[src/rtl/sram_bridge_pkg.sv]
package sram_bridge_pkg;

  typedef enum logic [2:0] {
    ST_IDLE,
    ST_TURN,
    ST_WSTB,
    ST_WTAIL,
    ST_READ,
    ST_DONE
  } seq_state_e;

  function automatic int unsigned clk_count(input int unsigned ns, input int unsigned clk_ns);
    return (ns + clk_ns - 1) / clk_ns;
  endfunction

  function automatic int unsigned max_of(input int unsigned a, input int unsigned b);
    return (a > b) ? a : b;
  endfunction

  // write strobe covers pulse width, data set-up and address-valid windows
  function automatic int unsigned strobe_clks(input int unsigned pwe_ns, input int unsigned sd_ns,
                                              input int unsigned aw_ns, input int unsigned clk_ns);
    return max_of(clk_count(pwe_ns, clk_ns), max_of(clk_count(sd_ns, clk_ns), clk_count(aw_ns, clk_ns)));
  endfunction

  // tail keeps chip enable low after the strobe until the cycle time is met
  function automatic int unsigned tail_clks(input int unsigned wc_ns, input int unsigned strobe,
                                            input int unsigned clk_ns);
    int unsigned wc;
    wc = clk_count(wc_ns, clk_ns);
    return (wc > strobe + 1) ? (wc - strobe) : 1;
  endfunction

  function automatic int unsigned read_clks(input int unsigned aa_ns, input int unsigned doe_ns,
                                            input int unsigned clk_ns);
    return max_of(max_of(clk_count(aa_ns, clk_ns), clk_count(doe_ns, clk_ns)), 1);
  endfunction

  function automatic int unsigned turn_clks(input int unsigned hz_ns, input int unsigned clk_ns);
    return max_of(clk_count(hz_ns, clk_ns), 1);
  endfunction

endpackage

[src/rtl/sram_bridge_seq.sv]
module sram_bridge_seq
  import sram_bridge_pkg::*;
#(
  parameter int unsigned STROBE_CLKS = 12,
  parameter int unsigned TAIL_CLKS   = 2,
  parameter int unsigned READ_CLKS   = 14,
  parameter int unsigned TURN_CLKS   = 5,
  parameter int unsigned CNT_W       = 4,
  parameter int unsigned TURN_W      = 3,
  parameter int unsigned MIN_PWE     = 10,
  parameter int unsigned MIN_AW      = 12,
  parameter int unsigned MIN_SD      = 7,
  parameter int unsigned MIN_WC      = 14,
  parameter int unsigned MIN_RD      = 14
) (
  input  logic clk,
  input  logic rst_n,
  input  logic req_valid,
  input  logic req_write,
  output logic req_ready,
  output logic accept,
  output logic ph_wstb,
  output logic ph_wtail,
  output logic ph_read,
  output logic capture,
  output logic rsp_done
);

  localparam logic [CNT_W-1:0]  STROBE_LOAD = CNT_W'(STROBE_CLKS - 1);
  localparam logic [CNT_W-1:0]  TAIL_LOAD   = CNT_W'(TAIL_CLKS - 1);
  localparam logic [CNT_W-1:0]  READ_LOAD   = CNT_W'(READ_CLKS - 1);
  localparam logic [TURN_W-1:0] TURN_LOAD   = TURN_W'(TURN_CLKS);

  seq_state_e        state_q, state_d;
  logic [CNT_W-1:0]  phase_cnt_q, phase_cnt_d;
  logic [TURN_W-1:0] turn_cnt_q;
  logic              phase_last;
  logic              turn_clear;
  logic              read_end;
  logic              write_busy;

  assign phase_last = (phase_cnt_q == '0);
  assign turn_clear = (turn_cnt_q == '0);
  assign req_ready  = (state_q == ST_IDLE);
  assign accept     = req_ready && req_valid;
  assign ph_wstb    = (state_q == ST_WSTB);
  assign ph_wtail   = (state_q == ST_WTAIL);
  assign ph_read    = (state_q == ST_READ);
  assign rsp_done   = (state_q == ST_DONE);
  assign read_end   = ph_read && phase_last;
  assign capture    = read_end;
  assign write_busy = ph_wstb || ph_wtail;

  always_comb begin
    state_d     = state_q;
    phase_cnt_d = phase_last ? '0 : phase_cnt_q - 1'b1;
    unique case (state_q)
      ST_IDLE: begin
        if (accept) begin
          if (!req_write) begin
            state_d     = ST_READ;
            phase_cnt_d = READ_LOAD;
          end else if (turn_clear) begin
            state_d     = ST_WSTB;
            phase_cnt_d = STROBE_LOAD;
          end else begin
            state_d = ST_TURN;
          end
        end
      end
      ST_TURN: begin
        if (turn_clear) begin
          state_d     = ST_WSTB;
          phase_cnt_d = STROBE_LOAD;
        end
      end
      ST_WSTB: begin
        if (phase_last) begin
          state_d     = ST_WTAIL;
          phase_cnt_d = TAIL_LOAD;
        end
      end
      ST_WTAIL: if (phase_last) state_d = ST_DONE;
      ST_READ:  if (phase_last) state_d = ST_DONE;
      ST_DONE:  state_d = ST_IDLE;
      default:  state_d = ST_IDLE;
    endcase
  end

  always_ff @(posedge clk or negedge rst_n) begin
    if (!rst_n) begin
      state_q     <= ST_IDLE;
      phase_cnt_q <= '0;
      turn_cnt_q  <= '0;
    end else begin
      state_q     <= state_d;
      phase_cnt_q <= phase_cnt_d;
      if (read_end)        turn_cnt_q <= TURN_LOAD;
      else if (!turn_clear) turn_cnt_q <= turn_cnt_q - 1'b1;
    end
  end

  // run-length counters that support the window assertions
  logic [31:0] wstb_run_q, wbusy_run_q, read_run_q;
  always_ff @(posedge clk or negedge rst_n) begin
    if (!rst_n) begin
      wstb_run_q  <= '0;
      wbusy_run_q <= '0;
      read_run_q  <= '0;
    end else begin
      wstb_run_q  <= ph_wstb    ? ((wstb_run_q  != '1) ? wstb_run_q  + 32'd1 : wstb_run_q)  : '0;
      wbusy_run_q <= write_busy ? ((wbusy_run_q != '1) ? wbusy_run_q + 32'd1 : wbusy_run_q) : '0;
      read_run_q  <= ph_read    ? ((read_run_q  != '1) ? read_run_q  + 32'd1 : read_run_q)  : '0;
    end
  end

  a_r2_strobe_width: assert property (@(posedge clk) disable iff (!rst_n)
    $fell(ph_wstb) |-> (wstb_run_q >= MIN_PWE));
  a_r3_address_window: assert property (@(posedge clk) disable iff (!rst_n)
    $fell(ph_wstb) |-> (wstb_run_q >= MIN_AW) && (wstb_run_q >= MIN_SD));
  a_r5_write_cycle: assert property (@(posedge clk) disable iff (!rst_n)
    $fell(write_busy) |-> (wbusy_run_q >= MIN_WC));
  a_r7_read_length: assert property (@(posedge clk) disable iff (!rst_n)
    $fell(ph_read) |-> (read_run_q >= MIN_RD));
  a_r10_done_pulse: assert property (@(posedge clk) disable iff (!rst_n)
    rsp_done |=> !rsp_done);
  a_r10_busy_after_accept: assert property (@(posedge clk) disable iff (!rst_n)
    accept |=> !req_ready);

endmodule

[src/rtl/sram_bridge_lanes.sv]
module sram_bridge_lanes #(
  parameter int unsigned ADDR_W = 17,
  parameter int unsigned DATA_W = 16,
  parameter int unsigned LANES  = 2
) (
  input  logic              clk,
  input  logic              rst_n,
  input  logic              accept,
  input  logic [ADDR_W-1:0] req_addr,
  input  logic [DATA_W-1:0] req_wdata,
  input  logic [LANES-1:0]  req_be,
  input  logic              ph_access,
  input  logic              ph_wdrive,
  input  logic              capture,
  input  logic [DATA_W-1:0] mem_dq_in,
  output logic [ADDR_W-1:0] mem_addr,
  output logic [LANES-1:0]  lane_en_n,
  output logic [DATA_W-1:0] mem_dq_out,
  output logic [LANES-1:0]  mem_dq_drive,
  output logic [DATA_W-1:0] rsp_rdata
);

  localparam int unsigned LANE_W = DATA_W / LANES;

  logic [ADDR_W-1:0] addr_q;
  logic [DATA_W-1:0] wdata_q;
  logic [LANES-1:0]  be_q;
  logic [DATA_W-1:0] rdata_q;

  always_ff @(posedge clk or negedge rst_n) begin
    if (!rst_n) begin
      addr_q  <= '0;
      wdata_q <= '0;
      be_q    <= '0;
    end else if (accept) begin
      addr_q  <= req_addr;
      wdata_q <= req_wdata;
      be_q    <= req_be;
    end
  end

  always_ff @(posedge clk or negedge rst_n) begin
    if (!rst_n) begin
      rdata_q <= '0;
    end else if (capture) begin
      for (int l = 0; l < LANES; l++) begin
        rdata_q[l*LANE_W +: LANE_W] <= be_q[l] ? mem_dq_in[l*LANE_W +: LANE_W] : '0;
      end
    end
  end

  assign mem_addr   = addr_q;
  assign mem_dq_out = wdata_q;
  assign rsp_rdata  = rdata_q;

  for (genvar g = 0; g < LANES; g++) begin : g_lane
    assign lane_en_n[g]    = !(ph_access && be_q[g]);
    assign mem_dq_drive[g] = ph_wdrive && be_q[g];

    a_r6_drive_enabled_lane: assert property (@(posedge clk) disable iff (!rst_n)
      mem_dq_drive[g] |-> !lane_en_n[g]);
    a_r7_masked_lane_zero: assert property (@(posedge clk) disable iff (!rst_n)
      (capture && !be_q[g]) |=> (rsp_rdata[g*LANE_W +: LANE_W] == '0));
  end

  a_r3_payload_steady: assert property (@(posedge clk) disable iff (!rst_n)
    (ph_wdrive && $past(ph_wdrive)) |-> ($stable(mem_dq_out) && $stable(mem_addr)));

endmodule

[src/rtl/sram_bridge.sv]
module sram_bridge
  import sram_bridge_pkg::*;
#(
  parameter int unsigned ADDR_W     = 17,
  parameter int unsigned DATA_W     = 16,
  parameter int unsigned CLK_NS     = 4,
  parameter int unsigned T_WC_NS    = 55,
  parameter int unsigned T_PWE_NS   = 40,
  parameter int unsigned T_SD_NS    = 25,
  parameter int unsigned T_AW_NS    = 45,
  parameter int unsigned T_AA_NS    = 55,
  parameter int unsigned T_DOE_NS   = 25,
  parameter int unsigned T_HZOE_NS  = 20
) (
  input  logic              clk,
  input  logic              rst_n,
  input  logic              req_valid,
  input  logic              req_write,
  input  logic [ADDR_W-1:0] req_addr,
  input  logic [DATA_W-1:0] req_wdata,
  input  logic [1:0]        req_be,
  output logic              req_ready,
  output logic              rsp_done,
  output logic [DATA_W-1:0] rsp_rdata,
  output logic [ADDR_W-1:0] mem_addr,
  output logic              mem_ce_n,
  output logic              mem_we_n,
  output logic              mem_oe_n,
  output logic              mem_lb_n,
  output logic              mem_ub_n,
  output logic [DATA_W-1:0] mem_dq_out,
  output logic [1:0]        mem_dq_drive,
  input  logic [DATA_W-1:0] mem_dq_in
);

  localparam int unsigned LANES       = 2;
  localparam int unsigned STROBE_CLKS = strobe_clks(T_PWE_NS, T_SD_NS, T_AW_NS, CLK_NS);
  localparam int unsigned TAIL_CLKS   = tail_clks(T_WC_NS, STROBE_CLKS, CLK_NS);
  localparam int unsigned READ_CLKS   = read_clks(T_AA_NS, T_DOE_NS, CLK_NS);
  localparam int unsigned TURN_CLKS   = turn_clks(T_HZOE_NS, CLK_NS);
  localparam int unsigned CNT_W       = $clog2(max_of(max_of(STROBE_CLKS, TAIL_CLKS), READ_CLKS) + 1);
  localparam int unsigned TURN_W      = $clog2(TURN_CLKS + 1);
  localparam int unsigned MIN_PWE     = clk_count(T_PWE_NS, CLK_NS);
  localparam int unsigned MIN_AW      = clk_count(T_AW_NS, CLK_NS);
  localparam int unsigned MIN_SD      = clk_count(T_SD_NS, CLK_NS);
  localparam int unsigned MIN_WC      = clk_count(T_WC_NS, CLK_NS);
  localparam int unsigned MIN_RD      = max_of(clk_count(T_AA_NS, CLK_NS), clk_count(T_DOE_NS, CLK_NS));
  localparam int unsigned MIN_TURN    = clk_count(T_HZOE_NS, CLK_NS);

  logic accept;
  logic ph_wstb, ph_wtail, ph_read, capture;
  logic ph_access, ph_wdrive;
  logic [LANES-1:0] lane_en_n;

  sram_bridge_seq #(
    .STROBE_CLKS(STROBE_CLKS), .TAIL_CLKS(TAIL_CLKS), .READ_CLKS(READ_CLKS),
    .TURN_CLKS(TURN_CLKS), .CNT_W(CNT_W), .TURN_W(TURN_W),
    .MIN_PWE(MIN_PWE), .MIN_AW(MIN_AW), .MIN_SD(MIN_SD), .MIN_WC(MIN_WC), .MIN_RD(MIN_RD)
  ) i_seq (
    .clk(clk), .rst_n(rst_n), .req_valid(req_valid), .req_write(req_write),
    .req_ready(req_ready), .accept(accept), .ph_wstb(ph_wstb), .ph_wtail(ph_wtail),
    .ph_read(ph_read), .capture(capture), .rsp_done(rsp_done)
  );

  assign ph_wdrive = ph_wstb || ph_wtail;
  assign ph_access = ph_wdrive || ph_read;

  sram_bridge_lanes #(
    .ADDR_W(ADDR_W), .DATA_W(DATA_W), .LANES(LANES)
  ) i_lanes (
    .clk(clk), .rst_n(rst_n), .accept(accept), .req_addr(req_addr),
    .req_wdata(req_wdata), .req_be(req_be), .ph_access(ph_access),
    .ph_wdrive(ph_wdrive), .capture(capture), .mem_dq_in(mem_dq_in),
    .mem_addr(mem_addr), .lane_en_n(lane_en_n), .mem_dq_out(mem_dq_out),
    .mem_dq_drive(mem_dq_drive), .rsp_rdata(rsp_rdata)
  );

  assign mem_ce_n = !ph_access;
  assign mem_we_n = !ph_wstb;
  assign mem_oe_n = !ph_read;
  assign mem_lb_n = lane_en_n[0];
  assign mem_ub_n = lane_en_n[1];

  // clocks elapsed since output enable last went high (saturating)
  logic [31:0] oe_high_run_q;
  always_ff @(posedge clk or negedge rst_n) begin
    if (!rst_n)            oe_high_run_q <= '1;
    else if (!mem_oe_n)    oe_high_run_q <= '0;
    else if (oe_high_run_q != '1) oe_high_run_q <= oe_high_run_q + 32'd1;
  end

  a_r8_no_contention: assert property (@(posedge clk) disable iff (!rst_n)
    (mem_dq_drive != '0) |-> mem_oe_n);
  a_r8_oe_read_only: assert property (@(posedge clk) disable iff (!rst_n)
    !mem_oe_n |-> (mem_we_n && !mem_ce_n));
  a_r2_we_inside_ce: assert property (@(posedge clk) disable iff (!rst_n)
    !mem_we_n |-> !mem_ce_n);
  a_r4_we_ends_write: assert property (@(posedge clk) disable iff (!rst_n)
    $rose(mem_ce_n) |-> $past(mem_we_n));
  a_r4_drive_outlasts_we: assert property (@(posedge clk) disable iff (!rst_n)
    ($rose(mem_we_n) && ($past(mem_dq_drive) != '0)) |-> (mem_dq_drive != '0));
  a_r9_turnaround: assert property (@(posedge clk) disable iff (!rst_n)
    ($past(mem_dq_drive) == '0 && mem_dq_drive != '0) |-> (oe_high_run_q >= MIN_TURN));

endmodule

[config.mk]
export PLATFORM = sky130hd
export DESIGN_NAME = sram_bridge
export DESIGN_NICKNAME = d
export VERILOG_FILES = /design/src/rtl/sram_bridge_pkg.sv /design/src/rtl/sram_bridge_seq.sv /design/src/rtl/sram_bridge_lanes.sv /design/src/rtl/sram_bridge.sv
export SDC_FILE = /design/constraint.sdc
export NUM_CORES = 1
export LEC_CHECK = 0
export ABC_AREA = 0
export BUFFER_PORTS_ARGS = -buffer_cell sky130_fd_sc_hd__buf_2
export CAP_MARGIN = 20
export CORE_ASPECT_RATIO = 1.1
export CORE_UTILIZATION = 45
export CTS_CLUSTER_DIAMETER = 120
export DETAILED_ROUTE_END_ITERATION = 10
export GPL_TIMING_DRIVEN = 1
export PLACE_DENSITY = 0.73
export SLEW_MARGIN = 20
export SYNTH_ARGS = -nofsm -noshare
export SYNTH_HDL_FRONTEND = slang
export SYNTH_SLANG_ARGS = --single-unit
export TNS_END_PERCENT = 20
[constraint.sdc]
create_clock -name clk -period 2.05 [get_ports clk]
set_input_delay 0.41 -clock clk [delete_from_list [all_inputs] [get_ports clk]]
set_output_delay 0.41 -clock clk [all_outputs]
set_load 0.02 [all_outputs]
**Word-level counts from Yosys, hierarchy flattened**

Index checks and enable logic that the tools add are counted.

- $add $sub $neg: 2
- Eq/ne operators: 10
- Muxes and demuxes: 17
- Reductions and logical operators: 18

Operators with widths:

| cell | count |
|---|---|
| 3-bit 2-to-1 mux | 7 |
| 4-bit 2-to-1 mux | 5 |
| 8-bit 2-to-1 mux | 2 |
| 3-bit one-hot mux with 4 select lines | 1 |
| 4-bit one-hot mux with 3 select lines | 1 |
| 3-bit by 2-bit equality test with 1-bit output (second input constant) | 2 |
| 3-bit equality test (second input constant) | 2 |
| 1-bit logical AND | 6 |
| 3-bit logical NOT | 2 |
| 2-bit != test (second input constant) | 3 |
| 1-bit logical NOT | 5 |
| 4-bit logical NOT | 1 |
| 2-bit by 1-bit != test with 1-bit output (second input constant) | 2 |
| 4-bit AND reduction | 1 |
| 4-bit by 1-bit subtractor with 4-bit output (second input constant) | 1 |
| 3-bit by 1-bit equality test with 1-bit output (second input constant) | 1 |
| 3-bit by 1-bit subtractor with 3-bit output (second input constant) | 1 |
| 1-bit logical OR | 2 |
| 2-bit 2-to-1 mux | 1 |
| 2-bit OR reduction | 1 |

- Flip-flop bits (word level): 61
- Word-level logic and storage cells: 54

**Depth between registers and ports, before layout**

- Word-level depth: 6
- Gate-level depth with buffers: 6

**Cells and area by module**

A second synthesis with hierarchy kept.

- Cell total of the unflattened synthesis: 230
- Area, all modules: 2820.2 um^2

By module, submodules not included:

| module | instances | cells an instance | area each (um^2) |
|---|---|---|---|
| sram_bridge_lanes | 1 | 147 | 2118.3 |
| sram_bridge_seq | 1 | 78 | 676.9 |
| sram_bridge | 1 | 5 | 25.0 |

**Least setup slack after synthesis**

Ideal clock, no wire load.

- Path kind: register to register
- Start point: register i_seq.state_q[0]
- End point: register i_lanes.addr_q[10] (netlist: i_lanes.mem_addr[10])
- Library setup time: 0.125 ns
- Arrival time: 1.409 ns
- Data required time: 1.925 ns
- Setup slack: 0.515 ns
- Cell stages (with the launch flop): 6
- Path buffers: 2
- Path through: dfrtp_1 -> buf_6 -> nor3_4 -> nand2_4 -> buf_6 -> mux2_4

- Word-level cells in the longest chain between the ends: 2

Ends and longest elaborated chain:

| item | RTL line | RTL |
|---|---|---|
| from (decl) | sram_bridge_seq.sv:34 | `seq_state_e state_q, state_d;` |
| from (signal assigned) | sram_bridge_seq.sv:96 | `state_q <= state_d;` |
| 3-bit logical NOT | sram_bridge_seq.sv:44 | `assign req_ready = (state_q == ST_IDLE);` |
| net req_ready | sram_bridge.sv:22 | `output logic req_ready,` |
| 1-bit logical AND | sram_bridge_seq.sv:45 | `assign accept = req_ready && req_valid;` |
| to (signal assigned) | sram_bridge_lanes.sv:36 | `addr_q <= req_addr;` |
| to (decl) | sram_bridge_lanes.sv:25 | `logic [ADDR_W-1:0] addr_q;` |

The timed path passes the listed nets, and every way through them passes these cells.
A chain may end at the register's enable or synchronous reset.

**Worst setup path after layout**

- Start point: register i_seq.state_q[2]
- End point: output port mem_ub_n

- Word-level cells in the longest chain between the ends: 5
- Elaborated cells between the ends (all ways): 7
- Those cells by class: eq/ne (3); reduce/logical (4)

Ends and longest elaborated chain:

| item | RTL line | RTL |
|---|---|---|
| 3-bit by 2-bit equality test with 1-bit output, on equally long branches | sram_bridge_seq.sv:46, sram_bridge_seq.sv:47 |  |
| 1-bit logical OR | -- |  |
| 1-bit logical OR (*) | sram_bridge.sv:66 | `assign ph_access = ph_wdrive \|\| ph_read;` |
| 1-bit logical AND (*) | sram_bridge_lanes.sv:57 | `assign lane_en_n[g] = !(ph_access && be_q[g]);` |
| 1-bit logical NOT (*) | sram_bridge_lanes.sv:57 |  |
| to (decl) | sram_bridge.sv:30 | `output logic mem_ub_n,` |

Every way passes the cells marked *; elsewhere a longest branch is shown, timed or not.

==> reports/qor.csv <==
metric,value,unit
outcome,completed,
final.setup.tns,0,ns
grt_remaining_overflow,0,
place.gp.congestion,0.676,
final_util,61.4,%
dpl.cell_count,396,
die_area,6460,um2
core-area,5840,um2
clk_latency,0.33,ns
initial_core_util,47.3,%
drive_above_1_share,50.4,%
wl_per_cell,13.3,um
vias,1961,
dr.pass1.iters,4,
grt_max_degree,38,
rsz0062_at_grt,no,
cp-startpoint,i_seq.state_q[2],
maxCapViolCount,0,
fillers,490,
critPathLaunchType,flop,
drc_errors,0,
place_ws,0.306,ns
hold_violations,0,
worstSetupPathType,flop to primary output,
die_w,76.7,um
h-tree-depth,3,
fin_crit,1.91,ns
ant_nets,0,
worst_pin_slew,0.620,ns
dp_hpwl,3.93,mm
final_cells,412,
syn-instance-count,214,
slew_headroom,58.7,%
drt_wl_total,5.49,mm
nNetsFinal,388,
die_h,84.2,um
most-common-layout-cells,"buf_2, dfrtp_1, mux2_4",
cts_setup_buffers,0,
grt_usage,18.7,%
cts_resized,0,
diodes,0,
total_power,0.00627,W
cts_tree,yes,
arrival,1.50,ns
ir_drop,0.996,mV
cts_hold_buffers,0,
cts.clk_slew.worst_paths,0.07,ns
hp-class,primary input to async pin,
seq_area_frac_synth,55.3,%
grt_pass1_vias,2070,
end_kind,primary output,
crit_fanout,12,
drt_iter0_markers,111,
synth_cell_type_count,31,
p_leak,2.02,nW
cts_buffers,9,
setup_viol,0,
syn_avg_cell_area,12.9,um2
drv_slew,0,
vias_per_cell,4.76,
areaGrowthSynthToFinish,29.8,%
regArea,1530,um2
final.period_utilization,93.0,%
r2r-start,i_seq.state_q[2],
synth_area,2760,um2
p_per_area,1750,nW/um2
setup_slack,0.144,ns
multi_input_area,1090,um2
grt_pass1_wl,9.43,mm
clk_path_buf_depth,2,
worstPathRequired,1.64,ns
cts-root-buf,clkbuf_8,
syn_nets,272,
clock.fmax,525,MHz
fin_skew,0.00870,ns
rows,29,
ioPinCount,113,
synth.yosys.warnings,0,
final_common_cell,buf_2,
antenna_found_initial,0,
portBuffers,112,
ys_ff_latch,61,
clock-sinks,61,
[report_power, final]
group          total (W)  leakage, nW  internal [W]  switching [W]
clock network    0.00106        0.104      0.000629       0.000436
registers        0.00228        0.748       0.00182       0.000460
logic            0.00293         1.17       0.00136        0.00156
total            0.00627         2.02       0.00381        0.00246
[metal layers]
layer / track usage [%] / wire [um] / share of wire [%] / up-vias
met5: 0 / 0 / 0 / -
met4: 8.92 / 77 / 1.4 / 0
li1: - / - / - / 939
met2: 30.6 / 2630 / 48 / 81
met3: 4.78 / 416 / 7.6 / 8
met1: 23.2 / 2360 / 43 / 933
[logic make-up (layout without fill, tap and decap cells)]
family	Yosys count	after routing	share of synthesized area [%]
multiplexers	54	54	25.0
adder cells (fa/ha/maj)	3	3	1.36
buffers and inverters	31	152	5.43
flip-flops	61	61	55.3
AND/OR/NAND/NOR	52	52	9.51
XOR/XNOR	1	1	0.317
AO/OA/AOI/OAI	12	12	3.12
[cells in the mapped netlist]
| master | instances | area [um2] |
|---|---|---|
| dfrtp_1 | 61 | 1530 |
| mux2_4 | 28 | 420 |
| nand2_1 | 26 | 97.6 |
| inv_1 | 21 | 78.8 |
| mux2i_1 | 18 | 180 |
| mux2_2 | 8 | 90.1 |
| nor2_1 | 7 | 26.3 |
| buf_6 | 4 | 45.0 |
| nor2b_1 | 4 | 25.0 |
| and2_1 | 3 | 18.8 |
| buf_2 | 3 | 15.0 |
| clkbuf_1 | 3 | 11.3 |
| ha_1 | 3 | 37.5 |
| nand3_1 | 3 | 15.0 |
| o21ai_0 | 3 | 15.0 |
| a21o_1 | 2 | 15.0 |
| nand4_1 | 2 | 12.5 |
| o211a_1 | 2 | 20.0 |
| a21oi_1 | 1 | 5.00 |
| and3b_1 | 1 | 8.76 |
| nand2_4 | 1 | 11.3 |
| nand2b_1 | 1 | 6.26 |
| nor3_1 | 1 | 5.00 |
| nor3_4 | 1 | 16.3 |
| nor3b_1 | 1 | 7.51 |
| nor3b_2 | 1 | 12.5 |
| o211ai_1 | 1 | 7.51 |
| o221ai_1 | 1 | 8.76 |
| o22a_1 | 1 | 8.76 |
| o22ai_1 | 1 | 6.26 |
| xnor2_1 | 1 | 8.76 |
[through the flow]
step                hold slack [ns]  instance area, um2
global placement              0.438                3380
floorplan                     0.114                2760
global route                  0.117                3590
finish                       0.0745                3590
detailed placement            0.445                3380
CTS                          0.0827                3590
[critical path, stage by stage (launching register included)]
cell     delay (ns)
dfrtp_1        0.51
nor2b_1        0.28
a21o_1         0.16
nand2_1        0.06
buf_2          0.17
[area by class of cell]
type,count,share of cell area (%)
multi-input cells,122,30.3
flip-flops and latches,61,42.6
well taps,77,2.69
clock buffers,13,4.43
repair buffers,115,16.6
inverters,21,2.20
clock inverters,3,1.22
[worst paths after layout]
| kind | end | slack (ns) | cells after the start |
|---|---|---|---|
| min in group clk | i_lanes.mem_dq_out[5] | 0.31 | 2 |
| hold reg to reg | i_lanes.mem_addr[3] | 0.50 | 1 |
| max in group asynchronous | i_lanes.rsp_rdata[15] | 1.38 | 2 |
| setup / recovery | mem_ub_n | 0.14 | 4 |
| hold / removal | i_lanes.mem_dq_out[2] | 0.07 | 1 |
| setup reg to reg | i_lanes.mem_addr[8] | 0.31 | 3 |
[state kept, by name, indices dropped and copies added (netlist names)]
register            flops
i_lanes.be_q            2
i_lanes.mem_addr       17
i_lanes.mem_dq_out     16
i_lanes.rsp_rdata      16
i_seq.phase_cnt_q       4
i_seq.state_q           3
i_seq.turn_cnt_q        3
Power figures use the tool's default switching activity.
